$ cat config.mk
export PLATFORM = sky130hd
export DESIGN_NAME = uart_regbank
export DESIGN_NICKNAME = d
export VERILOG_FILES = /design/src/rtl/uart_regbank_pkg.sv /design/src/rtl/uart_regbank_mode.sv /design/src/rtl/uart_regbank_rstseq.sv /design/src/rtl/uart_regbank.sv
export SDC_FILE = /design/constraint.sdc
export NUM_CORES = 1
export LEC_CHECK = 0
export ABC_AREA = 0
export ABC_CLOCK_PERIOD_IN_PS = 4050
export BUFFER_PORTS_ARGS = -buffer_cell sky130_fd_sc_hd__buf_2
export CAP_MARGIN = 20
export CELL_PAD_IN_SITES_DETAIL_PLACEMENT = 1
export CELL_PAD_IN_SITES_GLOBAL_PLACEMENT = 1
export CORE_MARGIN = 1
export CORE_UTILIZATION = 46
export CTS_CLUSTER_SIZE = 20
export DETAILED_ROUTE_END_ITERATION = 6
export PLACE_DENSITY_LB_ADDON = 0.1
export RECOVER_POWER = 100
export SLEW_MARGIN = 20
export SYNTH_ARGS = -nofsm -noshare
export SYNTH_HDL_FRONTEND = slang
export SYNTH_SLANG_ARGS = --single-unit
$ cat constraint.sdc
create_clock -name clk -period 4.05 [get_ports clk]
set_clock_uncertainty 0.15 [all_clocks]
set_input_delay 0 -clock clk [delete_from_list [all_inputs] [get_ports clk]]
set_output_delay 0 -clock clk [all_outputs]
set_load 0.005 [all_outputs]
$ cat src/rtl/uart_regbank_pkg.sv
package uart_regbank_pkg;

    typedef enum logic [1:0] {
        ACC_OPER  = 2'd0,
        ACC_CFG_A = 2'd1,
        ACC_CFG_B = 2'd2
    } acc_mode_e;

    typedef enum logic {
        SEQ_BUSY  = 1'b0,
        SEQ_READY = 1'b1
    } seq_state_e;

    localparam int unsigned OFS_DIV_LO = 0;
    localparam int unsigned OFS_DIV_HI = 1;
    localparam int unsigned OFS_FEAT   = 2;
    localparam int unsigned OFS_LCR    = 3;
    localparam int unsigned OFS_MCR    = 4;
    localparam int unsigned OFS_LSR    = 5;
    localparam int unsigned OFS_TLR    = 6;
    localparam int unsigned OFS_TCR    = 7;
    localparam int unsigned OFS_MDR    = 8;
    localparam int unsigned OFS_SYSC   = 9;
    localparam int unsigned OFS_SYSS   = 10;

    localparam int unsigned BIT_ENH     = 4;
    localparam int unsigned BIT_SUBMODE = 6;
    localparam int unsigned BIT_SRST    = 1;
    localparam int unsigned BIT_FIFOEN  = 0;
    localparam int unsigned BIT_RXAV    = 0;
    localparam int unsigned BIT_TXEMPTY = 5;

    localparam logic [7:0]  LCR_CFG_B   = 8'hBF;
    localparam int unsigned MDR_W       = 3;
    localparam logic [2:0]  MDR_IDLE    = 3'h7;

endpackage

$ cat src/rtl/uart_regbank_mode.sv
module uart_regbank_mode
    import uart_regbank_pkg::*;
#(
    parameter int unsigned REG_W = 8
) (
    input  logic             clk,
    input  logic             rst_n,
    input  logic             clr,
    input  logic             load,
    input  logic [REG_W-1:0] lcr_in,
    output acc_mode_e        mode,
    output logic [REG_W-1:0] lcr
);

    acc_mode_e  mode_nxt;
    logic       is_cfg_b;

    assign is_cfg_b = (lcr_in == REG_W'(LCR_CFG_B));

    always_comb begin
        mode_nxt = mode;
        if (clr) begin
            mode_nxt = ACC_OPER;
        end else if (load) begin
            unique case ({is_cfg_b, lcr_in[REG_W-1]})
                2'b11:   mode_nxt = ACC_CFG_B;
                2'b01:   mode_nxt = ACC_CFG_A;
                default: mode_nxt = ACC_OPER;
            endcase
        end
    end

    always_ff @(posedge clk or negedge rst_n) begin
        if (!rst_n) begin
            mode <= ACC_OPER;
            lcr  <= '0;
        end else begin
            mode <= mode_nxt;
            if (clr)       lcr <= '0;
            else if (load) lcr <= lcr_in;
        end
    end

    p_cfgb_entry_r1: assert property (@(posedge clk) disable iff (!rst_n)
        (load && !clr && is_cfg_b) |=> (mode == ACC_CFG_B));
    p_cfga_entry_r1: assert property (@(posedge clk) disable iff (!rst_n)
        (load && !clr && !is_cfg_b && lcr_in[REG_W-1]) |=> (mode == ACC_CFG_A));
    p_oper_entry_r1: assert property (@(posedge clk) disable iff (!rst_n)
        (load && !clr && !lcr_in[REG_W-1]) |=> (mode == ACC_OPER));
    p_mode_hold_r1: assert property (@(posedge clk) disable iff (!rst_n)
        (!load && !clr) |=> $stable(mode));

endmodule

$ cat src/rtl/uart_regbank_rstseq.sv
module uart_regbank_rstseq
    import uart_regbank_pkg::*;
#(
    parameter int unsigned RST_CYCLES = 4
) (
    input  logic clk,
    input  logic rst_n,
    input  logic start,
    output logic busy,
    output logic done
);

    localparam int unsigned CNT_W = $clog2(RST_CYCLES + 1);
    localparam logic [CNT_W-1:0] CNT_LAST = CNT_W'(RST_CYCLES - 1);

    seq_state_e       state, state_nxt;
    logic [CNT_W-1:0] cnt, cnt_nxt;

    always_comb begin
        state_nxt = state;
        cnt_nxt   = cnt;
        unique case (state)
            SEQ_READY: begin
                if (start) begin
                    state_nxt = SEQ_BUSY;
                    cnt_nxt   = '0;
                end
            end
            SEQ_BUSY: begin
                if (cnt == CNT_LAST) begin
                    state_nxt = SEQ_READY;
                    cnt_nxt   = '0;
                end else begin
                    cnt_nxt = cnt + 1'b1;
                end
            end
            default: state_nxt = SEQ_BUSY;
        endcase
    end

    always_ff @(posedge clk or negedge rst_n) begin
        if (!rst_n) begin
            state <= SEQ_BUSY;
            cnt   <= '0;
        end else begin
            state <= state_nxt;
            cnt   <= cnt_nxt;
        end
    end

    always_comb begin
        busy = (state == SEQ_BUSY);
        done = (state == SEQ_READY);
    end

    p_start_clears_done_r8: assert property (@(posedge clk) disable iff (!rst_n)
        (done && start) |=> !done);
    p_done_sticks_r8: assert property (@(posedge clk) disable iff (!rst_n)
        (done && !start) |=> done);
    p_busy_bounded_r8: assert property (@(posedge clk) disable iff (!rst_n)
        busy |-> (cnt < CNT_W'(RST_CYCLES)));

endmodule

$ cat src/rtl/uart_regbank.sv
module uart_regbank
    import uart_regbank_pkg::*;
#(
    parameter int unsigned ADDR_W     = 4,
    parameter int unsigned BUS_W      = 16,
    parameter int unsigned REG_W      = 8,
    parameter int unsigned RST_CYCLES = 4
) (
    input  logic               clk,
    input  logic               rst_n,
    input  logic [ADDR_W-1:0]  bus_addr,
    input  logic               bus_wr,
    input  logic [BUS_W-1:0]   bus_wdata,
    output logic [BUS_W-1:0]   bus_rdata,
    input  logic               rx_avail,
    input  logic               tx_empty,
    output logic [2*REG_W-1:0] divisor,
    output logic [1:0]         word_len,
    output logic               two_stop,
    output logic               parity_en,
    output logic               fifo_en,
    output logic [REG_W-1:0]   irq_en,
    output logic [REG_W-1:0]   modem_ctrl,
    output logic [REG_W-1:0]   trig_lvl,
    output logic [REG_W-1:0]   tx_ctl,
    output logic               engine_en,
    output logic               reset_done
);

    localparam logic [ADDR_W-1:0] A_DLO  = ADDR_W'(OFS_DIV_LO);
    localparam logic [ADDR_W-1:0] A_DHI  = ADDR_W'(OFS_DIV_HI);
    localparam logic [ADDR_W-1:0] A_FEAT = ADDR_W'(OFS_FEAT);
    localparam logic [ADDR_W-1:0] A_LCR  = ADDR_W'(OFS_LCR);
    localparam logic [ADDR_W-1:0] A_MCR  = ADDR_W'(OFS_MCR);
    localparam logic [ADDR_W-1:0] A_LSR  = ADDR_W'(OFS_LSR);
    localparam logic [ADDR_W-1:0] A_TLR  = ADDR_W'(OFS_TLR);
    localparam logic [ADDR_W-1:0] A_TCR  = ADDR_W'(OFS_TCR);
    localparam logic [ADDR_W-1:0] A_MDR  = ADDR_W'(OFS_MDR);
    localparam logic [ADDR_W-1:0] A_SYSC = ADDR_W'(OFS_SYSC);
    localparam logic [ADDR_W-1:0] A_SYSS = ADDR_W'(OFS_SYSS);
    localparam int unsigned NIB = REG_W / 2;

    typedef struct packed {
        logic [REG_W-1:0] efr;
        logic [REG_W-1:0] fcr;
        logic [REG_W-1:0] mcr;
        logic [REG_W-1:0] ier;
        logic [REG_W-1:0] dlo;
        logic [REG_W-1:0] dhi;
        logic [REG_W-1:0] tlr;
        logic [REG_W-1:0] tcr;
        logic [MDR_W-1:0] mdr;
    } regs_t;

    localparam regs_t REGS_DEFAULT = '{efr: '0, fcr: '0, mcr: '0, ier: '0,
                                       dlo: '0, dhi: '0, tlr: '0, tcr: '0,
                                       mdr: MDR_IDLE};

    regs_t            cur, nxt;
    acc_mode_e        mode;
    logic [REG_W-1:0] lcr;
    logic             busy, srst_start, lcr_load;
    logic             in_cfg, in_b, enh, sub;
    logic [REG_W-1:0] wbyte, lsr;
    logic             unused_hi;

    assign wbyte      = bus_wdata[REG_W-1:0];
    assign unused_hi  = ^bus_wdata[BUS_W-1:REG_W];
    assign srst_start = bus_wr && reset_done && (bus_addr == A_SYSC) && bus_wdata[BIT_SRST];
    assign lcr_load   = bus_wr && !busy && (bus_addr == A_LCR);

    uart_regbank_rstseq #(.RST_CYCLES(RST_CYCLES)) u_rstseq (
        .clk   (clk),
        .rst_n (rst_n),
        .start (srst_start),
        .busy  (busy),
        .done  (reset_done)
    );

    uart_regbank_mode #(.REG_W(REG_W)) u_mode (
        .clk    (clk),
        .rst_n  (rst_n),
        .clr    (busy),
        .load   (lcr_load),
        .lcr_in (wbyte),
        .mode   (mode),
        .lcr    (lcr)
    );

    always_comb begin
        in_cfg = (mode != ACC_OPER);
        in_b   = (mode == ACC_CFG_B);
        enh    = cur.efr[BIT_ENH];
        sub    = enh && cur.mcr[BIT_SUBMODE];
    end

    // Register write path: visibility gates decide which store a write lands in.
    always_comb begin
        nxt = cur;
        if (busy) begin
            nxt = REGS_DEFAULT;
        end else if (bus_wr) begin
            unique case (bus_addr)
                A_DLO:  if (in_cfg) nxt.dlo = wbyte;
                A_DHI: begin
                    if (in_cfg)   nxt.dhi = wbyte;
                    else if (enh) nxt.ier = wbyte;
                    else          nxt.ier = {cur.ier[REG_W-1:NIB], wbyte[NIB-1:0]};
                end
                A_FEAT: if (in_b) nxt.efr = wbyte; else nxt.fcr = wbyte;
                A_MCR:  if (!in_b) nxt.mcr = wbyte;
                A_TLR:  if (sub) nxt.tlr = wbyte;
                A_TCR:  if (sub) nxt.tcr = wbyte;
                A_MDR:  nxt.mdr = wbyte[MDR_W-1:0];
                default: ;
            endcase
        end
    end

    always_ff @(posedge clk or negedge rst_n) begin
        if (!rst_n) cur <= REGS_DEFAULT;
        else        cur <= nxt;
    end

    // Divisor output only follows the latches while the engine is stopped.
    always_ff @(posedge clk or negedge rst_n) begin
        if (!rst_n)          divisor <= '0;
        else if (!engine_en) divisor <= {cur.dhi, cur.dlo};
    end

    always_comb begin
        lsr = '0;
        lsr[BIT_RXAV]    = rx_avail;
        lsr[BIT_TXEMPTY] = tx_empty;
    end

    always_comb begin
        bus_rdata = '0;
        unique case (bus_addr)
            A_DLO:  if (in_cfg) bus_rdata = BUS_W'(cur.dlo);
            A_DHI:  bus_rdata = in_cfg ? BUS_W'(cur.dhi) : BUS_W'(cur.ier);
            A_FEAT: bus_rdata = in_b ? BUS_W'(cur.efr) : BUS_W'(cur.fcr);
            A_LCR:  bus_rdata = BUS_W'(lcr);
            A_MCR:  if (!in_b) bus_rdata = BUS_W'(cur.mcr);
            A_LSR:  if (!in_b) bus_rdata = BUS_W'(lsr);
            A_TLR:  if (sub) bus_rdata = BUS_W'(cur.tlr);
            A_TCR:  if (sub) bus_rdata = BUS_W'(cur.tcr);
            A_MDR:  bus_rdata = BUS_W'(cur.mdr);
            A_SYSC: bus_rdata = BUS_W'(busy) << BIT_SRST;
            A_SYSS: bus_rdata = BUS_W'(reset_done);
            default: ;
        endcase
    end

    always_comb begin
        word_len   = lcr[1:0];
        two_stop   = lcr[2];
        parity_en  = lcr[3];
        fifo_en    = cur.fcr[BIT_FIFOEN];
        irq_en     = cur.ier;
        modem_ctrl = cur.mcr;
        trig_lvl   = cur.tlr;
        tx_ctl     = cur.tcr;
        engine_en  = (cur.mdr == '0);
    end

    p_ier_hi_locked_r4: assert property (@(posedge clk) disable iff (!rst_n)
        (bus_wr && !busy && bus_addr == A_DHI && mode == ACC_OPER && !enh)
        |=> (irq_en[REG_W-1:NIB] == $past(irq_en[REG_W-1:NIB])));
    p_div_frozen_r7: assert property (@(posedge clk) disable iff (!rst_n)
        engine_en |=> $stable(divisor));
    p_tl_hidden_r3: assert property (@(posedge clk) disable iff (!rst_n)
        (bus_wr && !busy && bus_addr == A_TLR && !sub) |=> $stable(trig_lvl));
    p_unmapped_zero_r11: assert property (@(posedge clk) disable iff (!rst_n)
        (bus_addr > A_SYSS) |-> (bus_rdata == '0));
    p_busy_holds_default_r8: assert property (@(posedge clk) disable iff (!rst_n)
        busy |=> (!engine_en && fifo_en == 1'b0));

endmodule

After elaboration in Yosys (flattened, before gate mapping):

Index checks and enable logic that the tools add are counted.

* bits of input ports: 25
* register bits: 97
* memories kept: 0
* output and inout port bits: 71
* latch bits: 0
* RAM bits: 0
* memory bits (read-only): 0

* $add $sub $neg: 1
* magnitude comparators: 0
* bitwise gates (word level): 1
* multiplexer cells: 35
* $mul: 0
* shift-type cells: 0
* divide/modulo/power cells: 0
* reduce and logical (&&, ||, !) cells: 18
* equality and inequality tests: 31

Operator list (number)
* two-way mux 8 bit: 20
* two-way mux 67 bit: 2
* case mux 8 bit (11 select lines): 1
* != test 2 bit, second input constant: 16
* AND reduction 3 bit: 8
* equality test 4 x 3 -> 1 bit, second input constant: 4
* two-way mux 16 bit: 1
* equality test 4 bit, second input constant: 3
* two-way mux 3 bit: 3
* equality test 4 x 2 -> 1 bit, second input constant: 2
* equality test 8 bit, second input constant: 1
* two-way mux 6 bit: 1
* case mux 3 bit (2 select lines): 1
* logical AND 1 bit: 5
* equality test 2 bit, second input constant: 2
* equality test 4 x 1 -> 1 bit, second input constant: 1
* logical NOT 4 bit: 1
* two-way mux 2 bit: 2
* case mux 2 bit (2 select lines): 1
* AND reduction 4 bit: 1
* adder 3 x 1 -> 3 bit, second input constant: 1
* equality test 3 x 2 -> 1 bit, second input constant: 1
* logical NOT 3 bit: 1
* equality test 2 x 1 -> 1 bit, second input constant: 1
* 5 further kinds: 6

Longest topological paths before layout:

Gate-level depths: netlist (run 1).

* depth after elaboration: 5
* gate-level depth with buffers: 7
* gate-level depth less buffers: 4

Cells and area by module:

Synthesis (run 1) repeated with hierarchy kept, for this count alone.

* cells, all modules: 492
* area, all modules: 5102.4 µm²

Modules (own cells, without submodules)
* uart_regbank: instances 1, seq. area each 2080.7 µm², cells each 441, area an instance 4478.0 µm²
* uart_regbank_mode: instances 1, seq. area each 250.2 µm², cells each 37, area an instance 449.2 µm²
* uart_regbank_rstseq: instances 1, seq. area each 100.1 µm², cells each 14, area an instance 175.2 µm²

Worst setup path after synthesis (run 1):

No wires, ideal clock.

* kind: reg2out
* start point: reg u_mode.mode[0]
* end point: out bus_rdata[6]
* path buffers: 0
* path slack: 2223 ps
* stages on the path, launching flop included: 5
* arrival time: 1677 ps
* path through: dfrtp_1 > nor2_1 > mux2_2 > a222oi_1 > nand3_1

* cells in the longest elaborated chain, start to end: 3

Ends and longest elaborated chain
* from (decl): RTL line uart_regbank_mode.sv:11 `output acc_mode_e mode,`
* from (signal assigned): RTL line uart_regbank_mode.sv:38 `mode <= mode_nxt;`
* equality test 2 bit or nonzero test 2 bit (tied branches): RTL line uart_regbank.sv:92, uart_regbank.sv:91
* two-way mux 8 bit (on tied branches)
* case mux 8 bit (11 select lines) *: RTL line uart_regbank.sv:139 `unique case (bus_addr)`
* to (decl): RTL line uart_regbank.sv:14 `output logic [BUS_W-1:0] bus_rdata,`

Mark *: on every way between the ends. The rest lies on a longest branch, timed or not.

Worst setup path after layout (run 1):

* start point: reg u_mode.mode[1]
* end point: out bus_rdata[7]

The elaborated chain is that of the path after synthesis.

==> summary by stage, run 1 <==
Floorplanning
The starting utilization of the core area is between 40 and 50%. The die area is between 10000 and 15000 um2. The y dimension of the die is roughly 110 um. In this run the count of I/O pins placed on the die edge is 96. After floorplanning, the core was sized to cover roughly 10000 um2. The die boundary width is 106 um. Row generation in the floorplan step produced 37 rows.

Cells and area
The proportion of layout cells with a drive suffix above 1 is 20.8%. Summing all multi-input logic gate instances after layout gives around 2100 um2. The area added between synthesis and finish is 9.35%. Registers take 2430 um2.

The repair_antennas step left the layout with diodes totalling 0. At the end of the flow, the number of nets in the layout was between 500 and 600. Fill cells in the final layout number 1206.

Clock network
After clock tree synthesis, the repair step resized 0 gates. TritonCTS built the clock tree. The later pin in the worst-skew pair is clocked with a latency of between 0.3 and 0.4 ns. In this run, CTS created clock tree buffers numbering 9. The cell at the root of the clock tree is clkbuf_8. Clock tree synthesis found a total of 97 sinks. The H-tree generated during clock tree synthesis spans 3 levels. The CTS clock-pin slew for the worst setup and hold paths is roughly 0.10 ns. Counting along the longest clock path gives a buffer depth of 2.

Run status
The flow ran to the end, but the final reports show violations. The checks that failed: max-capacitance violations, max-slew violations.

Yosys
In this run, synthesis produced a sequential element count of 97. By area the synthesized netlist is led by dfrtp_1 (47%), mux2i_1 (11%), buf_4 (6.5%). The average instance in the mapped netlist occupies 10.3 um2. The flip-flop cell with the highest count after synthesis is dfrtp_1. The most area-hungry cell type in the Yosys netlist is dfrtp_1.

The area share of the largest cell type after synthesis is between 40% and 50%. The cell with the most instances after synthesis is dfrtp_1. The number of enable flip-flop cells after synthesis is 0. The number of unique standard cell types used by synthesis is 46. The post-synthesis cell area is 4990 um2.

The synthesized netlist cell count is 485. The sequential area share after synthesis is 48.7%. Counting flops with an async set or reset pin after synthesis yields a share of 100%. Counting instances in the post-synthesis netlist gives the leading cell types as dfrtp_1 (94), nand2_1 (54), mux2i_1 (53). During synthesis, Yosys emitted a total of 0 warnings.

Critical path
The number of cell instances on the worst register-to-register path is 3. The top fanout value on the critical path is 9. In this run the register-to-register setup slack is between 1 and 1.5 ns.

STA puts the critical path data required time at between 3 and 4 ns. The reg-to-reg endpoint is u_mode.lcr[5]. The worst setup path category is reg -> out.

STA classifies the critical path endpoint as an output pin. In this run the critical register-to-register path is launched from u_rstseq.done. The worst endpoint data arrival time is 2.74 ns.

The worst setup path is launched from a flip-flop.

Placed design
Detailed placement finished with a half-perimeter wire length of about 9500 um. The weighted congestion at the end of routability-driven global placement is approximately 0.83. Input and output buffers added on the ports amount to slightly below 80.

Detailed routing
The via density per instance is 5.73. The number of design-rule violations left by the first detailed-router iteration is ~150. The final routed wirelength across all metal layers is 14100 um. The residual DRC count is 0. Once detail routing completed, the nets flagged for antenna violations numbered 0. The routed layout has approximately 3800 vias. After detailed routing, the average wire length per cell comes to 21.2 um.

For this run, the detailed router's first-pass iteration total came to 4.

Pwr
The leakage power summed over all cells is 2.93 nW. The sum of internal, switching and leakage power is between 2 and 2.5 mW. Power spread over the standard cell area amounts to 428 nW/um2. The clock network power share is 34.0%. Sequential cells account for between 40% and 50% of the total power. Net switching is between 30% and 40% of the power. The peak supply drop is 0.000205 V. Per report_power, the combinational group accounts for between 10% and 20% of the total.

The internal power is 1.61 mW. The total net switching power is 0.721 mW.

Min path
The worst hold path startpoint is bus_addr[2]. The worst hold path endpoint is u_rstseq.cnt[1]. Along the worst hold path, the cell count comes to 5. The worst hold path belongs to the class in -> reg.

STA
The worst path uses a little under three quarters of the clock period. For the pin with the worst max-slew slack, the measured transition is 1.60 ns. The shortest period the worst path allows is 2.89 ns. Setup repair after global routing left no endpoint under its margin.

The worst slew slack as a fraction of its limit is -6.85%. The number of max-slew violations in the final report is 64. The final count of hold timing violations is 0.

The final-report setup violation count is 0. The setup total negative slack is 0 ns. The upper clock frequency limit is 347 MHz.

Global routing
The maximum number of pins on one net before global-route repair is 64. The via count of the first global-routing pass is 3790. The first global-routing pass estimated 22300 um of wire. Across every metal layer, demand over resource in global routing totals 26.6%.

Summed over all layers, the global routing overflow is 0. The number of antenna violations at the first check in global routing was 0.

Run
The tool flagged a number of max-cap violations equal to 1.
-- metrics by stage --
stage / instances / util (%) / setup slack (ns) / area [um2] / hold slack [ns]
after floorplan: 492 / - / 2.22 / 5020 / -0.446
after global placement: 637 / 49.5 / 1.62 / 5160 / -0.00578
after detailed placement: 637 / 49.5 / 1.58 / 5160 / -0.000537
after CTS: 664 / 53.0 / 1.11 / 5520 / 0.141
after global routing: 664 / 52.4 / 0.953 / 5460 / 0.210
final: 664 / 52.4 / 1.16 / 5460 / 0.177
-- repair_timing --
action	in CTS	in global routing
setup buffers	0	0
hold buffers	11	0
endpoints found under the hold margin	136	0
-- worst max-delay path by stage --
stage	from	endpoint	slack [ns]	cells past startpoint
final	u_mode.mode[1]	bus_rdata[7]	1.16	5
after global placement	u_mode.mode[1]	bus_rdata[3]	1.62	5
after CTS	u_mode.mode[1]	bus_rdata[4]	1.11	5
after floorplan	u_mode.mode[0]	bus_rdata[6]	2.22	4
after detailed placement	u_mode.mode[1]	bus_rdata[4]	1.58	5
after global routing	u_rstseq.done	bus_rdata[1]	0.95	6
-- registers in the layout, indices dropped and copies added (netlist names) --
name,cells
modem_ctrl,8
cur,34
u_rstseq.done,1
divisor,16
u_mode.lcr,8
u_rstseq.cnt,3
tx_ctl,8
u_mode.mode,2
fifo_en,1
trig_lvl,8
irq_en,8
-- power groups by stage --
stage | clock network [mW] | logic (mW) | registers [mW]
3_5_place_dp | 0 | 0.424 | 1.14
4_1_cts | 0.804 | 0.434 | 1.12
5_1_grt | 0.835 | 0.469 | 1.13
2_1_floorplan | 0 | 0.308 | 1.10
3_3_place_gp | 0 | 0.409 | 1.14
6_report | 0.793 | 0.420 | 1.12
-- worst max-delay path, cell delays in order (launching register included) --
cell and delay [ns]:
dfrtp_1 0.42, nor2b_1 0.76, mux2_2 0.42, a222oi_1 0.47, nand3_1 0.13, buf_2 0.15
-- final cells by class --
cell class	count	area share, %
clock buffer	10	2.52
sequential	97	44.5
inverter	2	0.137
tap	136	3.12
clock inverter	6	2.09
timing repair buffer	96	9.35
multi-input combinational	317	38.3
-- cells in the final DEF (no fill, tap or decap), types with 3 or more instances in the layout --
cell type      instances
dfrtp_1               94
nand2_1               54
buf_2                 54
mux2i_1               53
nor2_1                49
mux2_2                27
nand3_1               27
o21ai_0               25
clkbuf_1              25
a22oi_1               15
dlygate4sd3_1         11
a21oi_1               10
clkbuf_8              10
conb_1                 8
nand4_1                7
nor2b_1                6
a222oi_1               4
and3_1                 3
nand4b_1               3
bufinv_16              3
buf_4                  3
-- metal layers --
layer	GRT usage (%)	part of all wire (%)	vias up
met2	42.1	48	106
met3	2.64	3.6	18
met1	38.2	46	1961
met4	9.03	1.9	0
li1	-	-	1718
met5	0	0	-
-- kinds of logic (layout without fill, tap and decap cells) --
group                    count (synthesis)  count (layout)  synth area share [%]
adder cells (fa/ha/maj)                  1               1                 0.251
buffers and inverters                   78             114                  9.70
AND/OR/NAND/NOR                        166             166                  16.6
flip-flops                              97              97                  48.7
other                                    1               8                0.0751
AO/OA/AOI/OAI                           62              62                  7.94
multiplexers                            80              80                  16.7
(Power assumes the default switching activity.)
==> run 2, diff against run 1 <==
--- a/config.mk
+++ b/config.mk
@@ -6,13 +6,13 @@
 export NUM_CORES = 1
 export LEC_CHECK = 0
 export ABC_AREA = 0
-export ABC_CLOCK_PERIOD_IN_PS = 4050
+export ABC_CLOCK_PERIOD_IN_PS = 2800
 export BUFFER_PORTS_ARGS = -buffer_cell sky130_fd_sc_hd__buf_2
 export CAP_MARGIN = 20
 export CELL_PAD_IN_SITES_DETAIL_PLACEMENT = 1
 export CELL_PAD_IN_SITES_GLOBAL_PLACEMENT = 1
 export CORE_MARGIN = 1
-export CORE_UTILIZATION = 46
+export CORE_UTILIZATION = 43
 export CTS_CLUSTER_SIZE = 20
 export DETAILED_ROUTE_END_ITERATION = 6
 export PLACE_DENSITY_LB_ADDON = 0.1
==> constraint.sdc (replaced) <==
create_clock -name clk -period 2.8 [get_ports clk]
set_clock_uncertainty 0.15 [all_clocks]
set_input_delay 0 -clock clk [delete_from_list [all_inputs] [get_ports clk]]
set_output_delay 0 -clock clk [all_outputs]
set_load 0.005 [all_outputs]
==> summary by stage, run 2 (same netlist as run 1, synthesis figures left out) <==
Global routing
The maximum number of pins on one net before global-route repair was 58 (was 64). The number of antenna violations at the first check in global routing is 0 (unchanged). The overall routing resource usage is 25.8% (was 26.6%). The global-route congestion overflow total came to 0 (unchanged). The wire length of the first global-routing pass was 22000 um (was 22300 um). The via count of the first global-routing pass is 3697 (was 3790).

Cells and area
The most common cell after layout, fill and taps aside is dfrtp_1 (unchanged). The area added between synthesis and finish is 11.1% (was 9.35%). The flip-flop count of the largest register after layout is 34 (unchanged). The proportion of layout cells with a drive suffix above 1 was 19.5% (was 20.8%). The register bank with the most flops is cur (unchanged). The layout net count was 554 (was 549). The count of antenna diodes in the layout is 0 (unchanged).

Registers with the most flip-flops: cur: 34 flops, divisor: 16 flops (unchanged). Commonest non-fill, non-tap cells in the layout: dfrtp_1 (94), nand2_1 (54), mux2i_1 (53) (was dfrtp_1 (94), nand2_1 (54), buf_2 (54)).

Detailed routing
The number of vias after detailed routing is 3748 (was 3803). The highest signal layer in the routed design is met4 (unchanged). The met3 wirelength from detailed routing is 703 um (was 512 um).

The number of design-rule violations left by the first detailed-router iteration came to 218 (was 145). The detailed-routing wirelength on met1 came to 6530 um (was 6470 um). The count of nets left with antenna violations after detail routing came to 0 (unchanged). The number of detailed-route iterations in the first pass is 4 (unchanged). The routed wire length on met2 is 6790 um (was 6820 um).

The final routed wirelength across all metal layers came to 14400 um (was 14100 um). The routed length per instance came to 21.4 um (was 21.2 um). The via density per instance is 5.57 (was 5.73). The residual DRC count is 0 (unchanged).

Clock network
The total number of clock tree sinks came to 97 (unchanged). The number of post-CTS setup repair buffers came to 0 (unchanged). The clock tree from TritonCTS is built (unchanged). The clock insertion delay at the later pin of the skew report is 0.35 ns (was 0.38 ns). The CTS clock-pin slew for the worst setup and hold paths is 0.07 ns (was 0.10 ns). The maximum level of the CTS H-tree was 3 (unchanged). The maximum number of buffers from clock root to sink came to 2 (unchanged). The number of buffers added by the clock tree synthesis step is 9 (unchanged).

The cell at the root of the clock tree was clkbuf_16 (was clkbuf_8).

Critical path
The internal reg-to-reg setup slack is 0.41 ns (was 1.42 ns). The worst endpoint data arrival time is 2.40 ns (was 2.74 ns). The end point of the critical path is bus_rdata[7] (unchanged).

The top fanout value on the critical path came to 14 (was 9). The required time of the worst setup path is 2.65 ns (was 3.90 ns). The critical path launch point type is a flip-flop (unchanged). The timing startpoint of the critical path is u_mode.mode[0] (was u_mode.mode[1]). The reg-to-reg endpoint is cur[58] (was u_mode.lcr[5]). The nature of the critical path endpoint is an output pin (unchanged). The launch instance of the worst register-to-register path is u_rstseq.done (unchanged). The number of cell instances on the worst register-to-register path is 5 (was 3). The worst setup path category is reg -> out (unchanged).

Floorplanning
The die boundary width was 110 um (was 106 um). The die area is 12000 um2 (was 11300 um2). The core area is 11100 um2 (was 10400 um2). The starting utilization of the core area is 45.1% (was 47.9%).

The y dimension of the die is 110 um (was 106 um). The top-level I/O count is 96 (unchanged). The number of cell rows is 38 (was 37).

Pwr
The power per standard cell area is 639 nW/um2 (was 428 nW/um2). The leakage power summed over all cells came to 2.92 nW (was 2.93 nW). The peak supply drop is 0.000338 V (was 0.000205 V). The sum of internal, switching and leakage power is 3.54 mW (was 2.33 mW).

STA
Counting I/O delays and the setup requirement, the final critical path takes 2.55 ns. The setup total negative slack is 0 ns (unchanged). For this run, the top clock speed supported by timing is 392 MHz. The slew at the pin with the worst max-slew slack is 1.47 ns (was 1.60 ns).

The worst slew slack as a fraction of its limit is 1.91% (was -6.85%). The hold slack is 0.223 ns (was 0.177 ns). The final-report setup violation count is 0 (unchanged).

Setup repair after global routing missed its margin: false (unchanged). The final count of hold timing violations is 0 (unchanged). After layout, the worst path uses 91.2% of the clock period.

The number of max-slew violations in the final report is 0 (was 64).

Placed design
The sum of net half-perimeters after detailed placement was 9970 um (was 9530 um). The weighted congestion at the end of routability-driven global placement is 0.841 (was 0.835). The number of port buffers was 79 (unchanged).

Min path
The path class of the lowest-slack min-delay path is in -> reg (unchanged).

Run status
Result of the run: complete, no violations (was complete, but fails checks).

Run
The number of violations of the max-capacitance limit is 0 (was 1).
-- run 2: changes by cell type in the layout (fill, tap and decap cells not counted), moves of 2 or more --
| cell | change |
|---|---|
| buf_2 | -15 |
| clkbuf_1 | +15 |
| clkbuf_16 | +9 |
| clkbuf_8 | -8 |
| buf_4 | +4 |
| clkbuf_2 | +3 |
| bufinv_16 | -2 |
| inv_6 | +2 |
| nand3_1 | -2 |
| nand3_2 | +2 |
-- run 2: routing by layer --
layer / up-vias / GRT usage, %
met4: 0 / 11.7
met2: 111 / 40.5
met1: 1896 / 35.2
met5: - / 0
met3: 17 / 3.85
li1: 1724 / -
-- run 2: area by class of cell --
class                           count  area (um2)
Sequential cell                    97        2430
Multi-Input combinational cell    317        2100
Timing Repair Buffer              101         523
Clock buffer                       11         253
Clock inverter                      5        61.3
Inverter                            2        7.51
Fill cell                        1262        5530
Tap cell                          140         175
-- run 2: how the worst min path moves through the flow --
stage / from / end / cells past startpoint / slack (ns)
floorplan: rst_n / cur[19] / 0 / -0.45
global placement: rst_n / divisor[1] / 1 / -0.03
detailed placement: rst_n / divisor[1] / 1 / -0.03
CTS: rst_n / divisor[1] / 2 / 0.14
global route: bus_addr[0] / tx_ctl[5] / 5 / 0.26
finish: bus_addr[2] / u_rstseq.cnt[0] / 5 / 0.22
-- run 2: power by group --
group | leakage, nW | switching [mW] | internal [mW]
Combinational | 1.44 | 0.426 | 0.207
Sequential | 1.32 | 0.0914 | 1.52
Clock | 0.157 | 0.554 | 0.748
Total | 2.92 | 1.07 | 2.47
-- run 2: critical path, cell delays in order, from the launching register on --
cell,delay (ns)
dfrtp_1,0.40
nand2b_1,0.25
and3_1,0.23
clkbuf_1,0.60
a22oi_1,0.29
nand3_1,0.16
clkbuf_2,0.12
-- run 2: through the flow --
step | worst slack [ns] | instance area (um2) | util [%] | instances
final | 0.246 | 5550 | 50.1 | 673
after global placement | 0.727 | 5210 | 47.0 | 647
after CTS | 0.314 | 5620 | 50.7 | 673
after floorplan | 0.973 | 5020 | - | 492
after global routing | 0.141 | 5550 | 50.1 | 673
after detailed placement | 0.704 | 5210 | 47.0 | 647
-- run 2: what timing repair did --
item,4_1_cts,5_1_grt
gates resized for setup,0,0
hold buffers,10,0
endpoints found under the hold margin,131,0
==> run 3, diff against run 2 <==
==> constraint.sdc (replaced) <==
create_clock -name clk -period 2.8 [get_ports clk]
set_clock_uncertainty 0.15 [all_clocks]
set_input_delay 0.28 -clock clk [delete_from_list [all_inputs] [get_ports clk]]
set_output_delay 0.28 -clock clk [all_outputs]
set_load 0.005 [all_outputs]
==> summary by stage, run 3 (same netlist as run 1, synthesis figures left out) <==
Detailed routing
The via density per instance is 5.54 (was 5.57). The residual DRC count was 0 (unchanged). The number of detailed-route iterations in the first pass came to 4 (unchanged).

The final routed wirelength across all metal layers is 14500 um (was 14400 um). The count of nets left with antenna violations after detail routing is 0 (unchanged). The number of vias after detailed routing is 3672 (was 3748). The number of design-rule violations left by the first detailed-router iteration is 207 (was 218). The routed length per instance came to 21.8 um (was 21.4 um).

Cells and area
The proportion of layout cells with a drive suffix above 1 is 21.0% (was 19.5%). The number of filler cells placed in the layout is 1272 (was 1262). Commonest non-fill, non-tap cells in the layout: dfrtp_1 (94), nand2_1 (54), mux2i_1 (53) (unchanged). The layout net count is 544 (was 554).

The register bank with the most flops is cur (unchanged). The count of antenna diodes in the layout is 0 (unchanged). The flip-flop count of the largest register after layout is 34 (unchanged).

The most common cell after layout, fill and taps aside is dfrtp_1 (unchanged). The area added between synthesis and finish is 9.02% (was 11.1%). Registers with the most flip-flops: cur: 34 flops, divisor: 16 flops (unchanged). The total non-filler cell area in the finished layout is 5440 um2 (was 5550 um2). The final core utilization was 49.1% (was 50.1%).

STA
The setup total negative slack is 0 ns (unchanged). The upper clock frequency limit came to 369 MHz (was 392 MHz). The worst slew slack as a fraction of its limit is 6.50% (was 1.91%). The slew at the pin with the worst max-slew slack is 1.40 ns (was 1.47 ns). The part of the cycle the worst path needs was 96.7% (was 91.2%). The hold slack is 0.166 ns (was 0.223 ns).

The final count of hold timing violations is 0 (unchanged). Setup repair after global routing missed its margin: false (unchanged). The shortest period the worst path allows is 2.71 ns (was 2.55 ns).

The final-report setup violation count is 0 (unchanged). The number of max-slew violations in the final report came to 0 (unchanged).

Clock network
The number of buffers added by the clock tree synthesis step came to 9 (unchanged). The clock insertion delay at the later pin of the skew report came to 0.35 ns (about the same). The clock tree from TritonCTS was built (unchanged).

The maximum level of the CTS H-tree is 3 (unchanged). The CTS clock-pin slew for the worst setup and hold paths came to 0.07 ns (about the same). The cell at the root of the clock tree was clkbuf_16 (unchanged). The number of post-CTS setup repair buffers is 0 (unchanged). The total number of clock tree sinks is 97 (unchanged). The maximum number of buffers from clock root to sink was 2 (unchanged).

Run status
Result of the run: complete, no violations (unchanged).

Floorplanning
The core area is 11100 um2 (unchanged). The top-level I/O count is 96 (unchanged). The die boundary width came to 110 um (unchanged). The starting utilization of the core area was 45.1% (unchanged). The y dimension of the die is 110 um (unchanged). The number of cell rows is 38 (unchanged). The die area was 12000 um2 (unchanged).

Critical path
The internal reg-to-reg setup slack came to 0.41 ns (about the same). The critical path launch point type is a flip-flop (unchanged). The worst endpoint data arrival time was 2.28 ns (was 2.40 ns). The required time of the worst setup path is 2.37 ns (was 2.65 ns).

The top fanout value on the critical path is 9 (was 14). The worst setup path category is reg -> out (unchanged). The nature of the critical path endpoint was an output pin (unchanged).

Placed design
The weighted congestion at the end of routability-driven global placement is 0.805 (was 0.841). The sum of net half-perimeters after detailed placement was 9750 um (was 9970 um). The number of port buffers is 79 (unchanged). The area of placed instances is 5220 um2 (was 5210 um2).

Global routing
The global-route congestion overflow total is 0 (unchanged). The overall routing resource usage is 25.8% (about the same). The wire length of the first global-routing pass is 22200 um (was 22000 um). The number of antenna violations at the first check in global routing is 0 (unchanged).

The maximum number of pins on one net before global-route repair is 98 (was 58). The via count of the first global-routing pass is 3743 (was 3697).

Run
The number of violations of the max-capacitance limit is 0 (unchanged).

Pwr
The internal power is 2.35 mW (was 2.47 mW). The peak supply drop came to 0.000341 V (was 0.000338 V). The leakage power summed over all cells is 2.90 nW (was 2.92 nW).

The sequential share of power is 47.1% (was 45.4%). The clock network power share is 35.7% (was 36.7%). The combinational share of power is 17.1% (was 17.9%). The power per standard cell area is 634 nW/um2 (was 639 nW/um2).

The total net switching power is 1.10 mW (was 1.07 mW). The switching share of total power was 31.8% (was 30.2%).

Min path
The path class of the lowest-slack min-delay path was in -> reg (unchanged).
## run 3: cell count changes in the layout (fill, tap and decap cells not counted), sizes merged
| cell | change |
|---|---|
| dlygate4sd3 | -9 |
| clkinv | -1 |
| buf | +5 |
| clkbuf | -6 |
| clkinvlp | +2 |
| bufinv | -1 |
## run 3: stage by stage
step / cells / worst slack [ns] / power (mW)
final: 663 / 0.0927 / 3.45
after global routing: 663 / 0.0382 / 3.61
after CTS: 663 / 0.0433 / 3.50
after detailed placement: 646 / 0.420 / 2.27
after global placement: 646 / 0.455 / 2.23
after floorplan: 492 / 0.693 / 2.04
## run 3: routing by layer
layer	up-vias	routed length (um)	share of wire (%)	global-route usage [%]
li1	1702	-	-	-
met1	1878	6880	48	36.2
met2	77	6750	47	40.3
met3	15	578	4.0	3.79
met4	0	245	1.7	9.33
met5	-	0	0	0
## run 3: path summary, 6_finish.rpt
path / startpoint / to / cells after the start
min in group asynchronous: rst_n / divisor[5] / 3
hold reg to reg: cur[55] / cur[55] / 2
setup reg to reg: u_rstseq.done / cur[52] / 3
hold / removal: bus_wdata[0] / fifo_en / 3
setup / recovery: u_mode.mode[1] / bus_rdata[4] / 6
max in group asynchronous: rst_n / modem_ctrl[0] / 3
## run 3: timing repair
item                                   CTS  global route
gates resized for setup                  0             1
endpoints found under the hold margin   94             0
setup endpoints to repair                0             1
hold buffers                             1             0
## run 3: cell type report
class | count | area [um2] | share of cell area, %
Sequential cell | 97 | 2430 | 44.7
Multi-Input combinational cell | 317 | 2100 | 38.6
Timing Repair Buffer | 91 | 439 | 8.07
Clock buffer | 11 | 253 | 4.64
Tap cell | 140 | 175 | 3.22
Clock inverter | 5 | 37.5 | 0.689
Inverter | 2 | 7.51 | 0.138
## run 3: worst max-delay path: stages, from the launching register on
cell	delay, ns
dfrtp_1	0.41
nor2b_1	0.15
buf_4	0.20
mux2_2	0.35
a222oi_1	0.53
nand3_1	0.14
buf_2	0.15
## run 3: power groups by stage
| stage | clock [mW] | combinational [mW] | sequential [mW] |
|---|---|---|---|
| after floorplan | 0 | 0.446 | 1.60 |
| after global placement | 0 | 0.585 | 1.65 |
| after detailed placement | 0 | 0.618 | 1.66 |
| after CTS | 1.25 | 0.620 | 1.63 |
| after global routing | 1.30 | 0.668 | 1.64 |
| final | 1.23 | 0.592 | 1.63 |
